==> src/rtl/ccgen_pkg.sv <==
package ccgen_pkg;
  typedef enum logic [1:0] {
    CC_ADD = 2'b00,
    CC_SUB = 2'b01,
    CC_TST = 2'b10,
    CC_SHF = 2'b11
  } cc_op_e;

  localparam int CC_C = 0;
  localparam int CC_V = 1;
  localparam int CC_Z = 2;
  localparam int CC_N = 3;
  localparam int CC_BYTE_W = 8;
endpackage

==> src/rtl/ccgen_signs.sv <==
module ccgen_signs #(
  parameter int DATA_W   = 16,
  parameter int NARROW_W = DATA_W / 2
) (
  input  logic              wide,
  input  logic [DATA_W-1:0] opa,
  input  logic [DATA_W-1:0] opb,
  input  logic [DATA_W-1:0] res,
  output logic              a_msb,
  output logic              b_msb,
  output logic              r_msb,
  output logic              r_zero
);
  localparam int WMSB = DATA_W - 1;
  localparam int NMSB = NARROW_W - 1;

  always_comb begin
    if (wide) begin
      a_msb  = opa[WMSB];
      b_msb  = opb[WMSB];
      r_msb  = res[WMSB];
      r_zero = (res == '0);
    end else begin
      a_msb  = opa[NMSB];
      b_msb  = opb[NMSB];
      r_msb  = res[NMSB];
      r_zero = (res[NMSB:0] == '0);
    end
  end
endmodule

==> src/rtl/ccgen_arith.sv <==
module ccgen_arith (
  input  logic is_sub,
  input  logic a_msb,
  input  logic b_msb,
  input  logic r_msb,
  output logic c_out,
  output logic v_out
);
  logic add_c, add_v, sub_c, sub_v;

  always_comb begin
    add_c = (a_msb & b_msb) | (b_msb & ~r_msb) | (a_msb & ~r_msb);
    add_v = (a_msb & b_msb & ~r_msb) | (~a_msb & ~b_msb & r_msb);
    sub_c = (~a_msb & b_msb) | (b_msb & r_msb) | (~a_msb & r_msb);
    sub_v = (a_msb & ~b_msb & ~r_msb) | (~a_msb & b_msb & r_msb);
    c_out = is_sub ? sub_c : add_c;
    v_out = is_sub ? sub_v : add_v;
  end
endmodule

==> src/rtl/ccgen_flags.sv <==
module ccgen_flags
  import ccgen_pkg::*;
#(
  parameter int DATA_W = 16
) (
  input  logic                 clk,
  input  logic                 rst_n,
  input  logic                 en,
  input  logic [1:0]           op,
  input  logic                 wide,
  input  logic [DATA_W-1:0]    opa,
  input  logic [DATA_W-1:0]    opb,
  input  logic [DATA_W-1:0]    res,
  input  logic [CC_BYTE_W-1:0] ccr_in,
  output logic [CC_BYTE_W-1:0] ccr_out
);
  localparam int NARROW_W = DATA_W / 2;

  cc_op_e op_e;
  logic a_msb, b_msb, r_msb, r_zero;
  logic ar_c, ar_v;
  logic [CC_BYTE_W-1:0] ccr_nxt;

  assign op_e = cc_op_e'(op);

  ccgen_signs #(.DATA_W(DATA_W), .NARROW_W(NARROW_W)) u_signs (
    .wide   (wide),
    .opa    (opa),
    .opb    (opb),
    .res    (res),
    .a_msb  (a_msb),
    .b_msb  (b_msb),
    .r_msb  (r_msb),
    .r_zero (r_zero)
  );

  ccgen_arith u_arith (
    .is_sub (op_e == CC_SUB),
    .a_msb  (a_msb),
    .b_msb  (b_msb),
    .r_msb  (r_msb),
    .c_out  (ar_c),
    .v_out  (ar_v)
  );

  always_comb begin
    ccr_nxt       = ccr_in;
    ccr_nxt[CC_N] = r_msb;
    ccr_nxt[CC_Z] = r_zero;
    unique case (op_e)
      CC_ADD, CC_SUB: begin
        ccr_nxt[CC_C] = ar_c;
        ccr_nxt[CC_V] = ar_v;
      end
      CC_TST:  ccr_nxt[CC_V] = 1'b0;
      CC_SHF:  ccr_nxt[CC_V] = r_msb ^ ccr_in[CC_C];
      default: ccr_nxt[CC_V] = 1'b0;
    endcase
  end

  always_ff @(posedge clk or negedge rst_n) begin
    if (!rst_n)  ccr_out <= '0;
    else if (en) ccr_out <= ccr_nxt;
  end

  a_r2_hold: assert property (@(posedge clk) disable iff (!rst_n)
    !en |=> $stable(ccr_out));
  a_r4_upper_pass: assert property (@(posedge clk) disable iff (!rst_n)
    en |=> ccr_out[7:4] == $past(ccr_in[7:4]));
  a_r5_byte_zero: assert property (@(posedge clk) disable iff (!rst_n)
    (en && !wide && res[NARROW_W-1:0] == '0) |=> ccr_out[CC_Z]);
  a_r5_word_sign: assert property (@(posedge clk) disable iff (!rst_n)
    (en && wide) |=> ccr_out[CC_N] == $past(res[DATA_W-1]));
  a_r10_tst_flags: assert property (@(posedge clk) disable iff (!rst_n)
    (en && op == 2'b10) |=> (!ccr_out[CC_V] && ccr_out[CC_C] == $past(ccr_in[CC_C])));
  a_r11_shift_v: assert property (@(posedge clk) disable iff (!rst_n)
    (en && op == 2'b11) |=> ccr_out[CC_V] == (ccr_out[CC_N] ^ ccr_out[CC_C]));
endmodule

==> config.mk <==
export PLATFORM = sky130hd
export DESIGN_NAME = ccgen_flags
export DESIGN_NICKNAME = d
export VERILOG_FILES = /design/src/rtl/ccgen_pkg.sv /design/src/rtl/ccgen_signs.sv /design/src/rtl/ccgen_arith.sv /design/src/rtl/ccgen_flags.sv
export SDC_FILE = /design/constraint.sdc
export NUM_CORES = 1
export LEC_CHECK = 0
export BUFFER_PORTS_ARGS = -buffer_cell sky130_fd_sc_hd__buf_2
export CAP_MARGIN = 20
export CORE_ASPECT_RATIO = 1.2
export CORE_MARGIN = 4
export CORE_UTILIZATION = 30
export DETAILED_ROUTE_END_ITERATION = 16
export PLACE_DENSITY = 0.83
export SLEW_MARGIN = 10
export SYNTH_ARGS = -nofsm -noshare
export SYNTH_HDL_FRONTEND = slang
export SYNTH_SLANG_ARGS = --single-unit
export TNS_END_PERCENT = 5
==> constraint.sdc <==
create_clock -name clk -period 0.9 [get_ports clk]
set_input_delay 0.09 -clock clk [delete_from_list [all_inputs] [get_ports clk]]
set_output_delay 0.09 -clock clk [all_outputs]
set_load 0.005 [all_outputs]
==> metrics.yaml <==
finish:
  area_growth_syn_to_layout_pct: 62.77
  post-route-util: 0.5198
  top_register: "ccr_out"
  drive_above_1_share: 0.6211
  nets: 159
  diodes: 0
  final_cell_mix: "buf_2, dfrtp_1, buf_4"
  final_common_cell: "buf_2"
  nFillCells: 165
  largest_register_ffs: 8
  reg_top3: "ccr_out: 8 flops"
floorplan:
  die_h_um: 53.79
  rows: 16
  io_pins: 70
  start_util: 0.3194
  die_area_um2: 2483
  core_um2: 1642
  die_x_um: 46.16
pwr:
  p_per_area_nw_per_um2: 1173
  combPwrFrac: 0.320
  leakage_nw: 0.4005
  clkPwrFrac: 0.267
  p_int_mw: 0.7316
  p_switching_mw: 0.2692
  worst_ir_drop_vdd_v: 0.0008121
  power.share.sequential: 0.413
  power_mw: 1.001
  sw_frac_of_total: 0.2690
timing:
  max_freq_mhz: 974.8
  rsz0062_at_grt: "true"
  setup_viol: 2
  post-route-period-util: 1.140
  post-route-min-period_ps: 1026
  hold_viol: 0
  fin_skew_ps: 0
  slew_headroom: 0.6837
  setup_ws_ps: -125.9
  maxSlewViolCount: 0
  worst_pin_slew_ps: 473.5
  fin_setup_tns_ps: -240.0
global_routing:
  grt_pass1_wl_um: 2421
  overflow: 0
  grt_use_total: 0.1365
  grt_max_degree: 13
  grt_pass1_vias: 612
  antenna_found_initial: 0
critical_path:
  end_kind: "flip-flop"
  crit_fanout: 5
  arrival_ps: 1190
  cpMaxStageDelayCell: "or4_4"
  crit_path_max_incr_delay_ps: 510
  cp_top_family: "simple AND/OR/NAND/NOR gates"
  cp-start-kind: "input pin"
  worstPathRequired_ps: 1070
  cp_cell_sequence: "buf_8 -> mux2_4 -> or4_4 -> a41oi_2"
  critPathKind: "in2reg"
  worst-path-buf-inv: 1
logic_synthesis:
  synth_area_leader_cell: "dfrtp_1"
  synth-seq-cells: 8
  ys.flop_type: "dfrtp_1"
  netlist_area_um2: 524.3
  synth_edf_count: 0
  async_flop_share: 1.000
  synth.distinct_cells: 29
  synth.area.top_cells: "dfrtp_1, mux2_2, mux2i_4"
  synth_top_area_share: 0.3819
  synth_top_family_by_area: "simple AND/OR/NAND/NOR gates"
  synthAdderAreaFrac: 0
  synth-xor-area-share: 0.06683
  syn_area_per_cell_um2: 10.70
  synth_compound_gate_area_share: 0.1289
  synthCells: 49
  ys_seq_area_frac: 0.3819
  synth_nets: 111
  synthMuxAreaShare: 0.1695
  synth_warnings: 0
  synth-simple-area-share: 0.2172
cts:
  cts_buffer_depth: 2
  cts_tree: "done"
  cts_buffers: 3
  clk_pin_slew_ps: 50
  cts_root_buf: "clkbuf_4"
  clk_latency_ps: 250
  cts_sinks: 8
  cts_max_level: 1
outcome:
  violations: "negative setup slack"
  status: "finished, violations left"
detailed_routing:
  wl_per_cell_um: 13.82
  vias: 558
  route.detailed.drc: 0
  antenna_left: 0
  via_per_inst: 4.938
  routed_wl_um: 1562
  drtPass1Iterations: 3
  first_iter_violations: 3
placement:
  hpwl_um: 1225
  io_buffer_count: 38
  gp_congestion: 0.8203
worst_hold_path:
  worstHoldPathType: "in2reg"
run:
  cap_viol_max_count: 0
logic make-up after synthesis:
logic type             Yosys count
flip-flops                       8
buffers and inverters            3
AND/OR/NAND/NOR                 19
multiplexers                     7
AO/OA/AOI/OAI                    8
XOR/XNOR                         4
what timing repair did:
action,in CTS,in global routing
resized for setup,8,5
setup buffers,1,0
endpoints found under the setup margin,3,3
hold buffers,1,0
hold endpoints to repair,8,0
pin swaps,4,3
worst paths after layout:
path | start | endpoint | slack [ps] | cells past startpoint
setup reg to reg | ccr_out[7]$_DFFE_PN0P_ | ccr_out[7]$_DFFE_PN0P_ | 140 | 1
min in group asynchronous | rst_n | ccr_out[1]$_DFFE_PN0P_ | 200 | 2
hold / removal | ccr_in[5] | ccr_out[5]$_DFFE_PN0P_ | 70 | 2
hold reg to reg | ccr_out[5]$_DFFE_PN0P_ | ccr_out[5]$_DFFE_PN0P_ | 510 | 1
setup / recovery | wide | ccr_out[1]$_DFFE_PN0P_ | -130 | 4
max in group asynchronous | rst_n | ccr_out[0]$_DFFE_PN0P_ | 540 | 2
layout make-up:
type                            instances  area [um^2]  share of cell area
Clock buffer                            3        22.52             0.02639
Inverter                                1        3.754            0.004399
Multi-Input combinational cell         38        342.8              0.4018
Sequential cell                         8        200.2              0.2346
Tap cell                               18        22.52             0.02639
Timing Repair Buffer                   45        261.5              0.3065
cell usage after synthesis (2+ instances only):
cell type  count
dfrtp_1        8
mux2_2         5
nand2_1        3
nor2_1         3
nor4_1         2
o21ai_0        2
or4_1          2
xnor2_1        2
xor2_1         2
metrics by stage:
step	setup slack, ps	area [um^2]	instances	hold slack (ps)
after global routing	-163.6	853.3	113	65.11
after floorplan	-348.6	524.3	49	-205.6
after CTS	-130.7	827.0	113	62.67
after global placement	-417.2	759.5	108	-61.54
final	-125.9	853.3	113	73.82
after detailed placement	-473.8	759.5	108	-64.79
power by group through the flow:
| stage | sequential [mW] | clock, mW | combinational, mW |
|---|---|---|---|
| global route | 0.417 | 0.306 | 0.352 |
| floorplan | 0.420 | 0 | 0.116 |
| detailed placement | 0.418 | 0 | 0.273 |
| finish | 0.413 | 0.267 | 0.320 |
| global placement | 0.416 | 0 | 0.264 |
| CTS | 0.413 | 0.284 | 0.305 |
routing by layer:
metal | global-route usage | wire [um] | vias up
li1 | - | - | 277
met1 | 0.1396 | 565 | 254
met2 | 0.2546 | 868 | 25
met3 | 0.02341 | 111 | 2
met4 | 0.07109 | 17 | 0
met5 | 0 | 0 | -
Note: power is estimated with default switching activity, not from simulation.
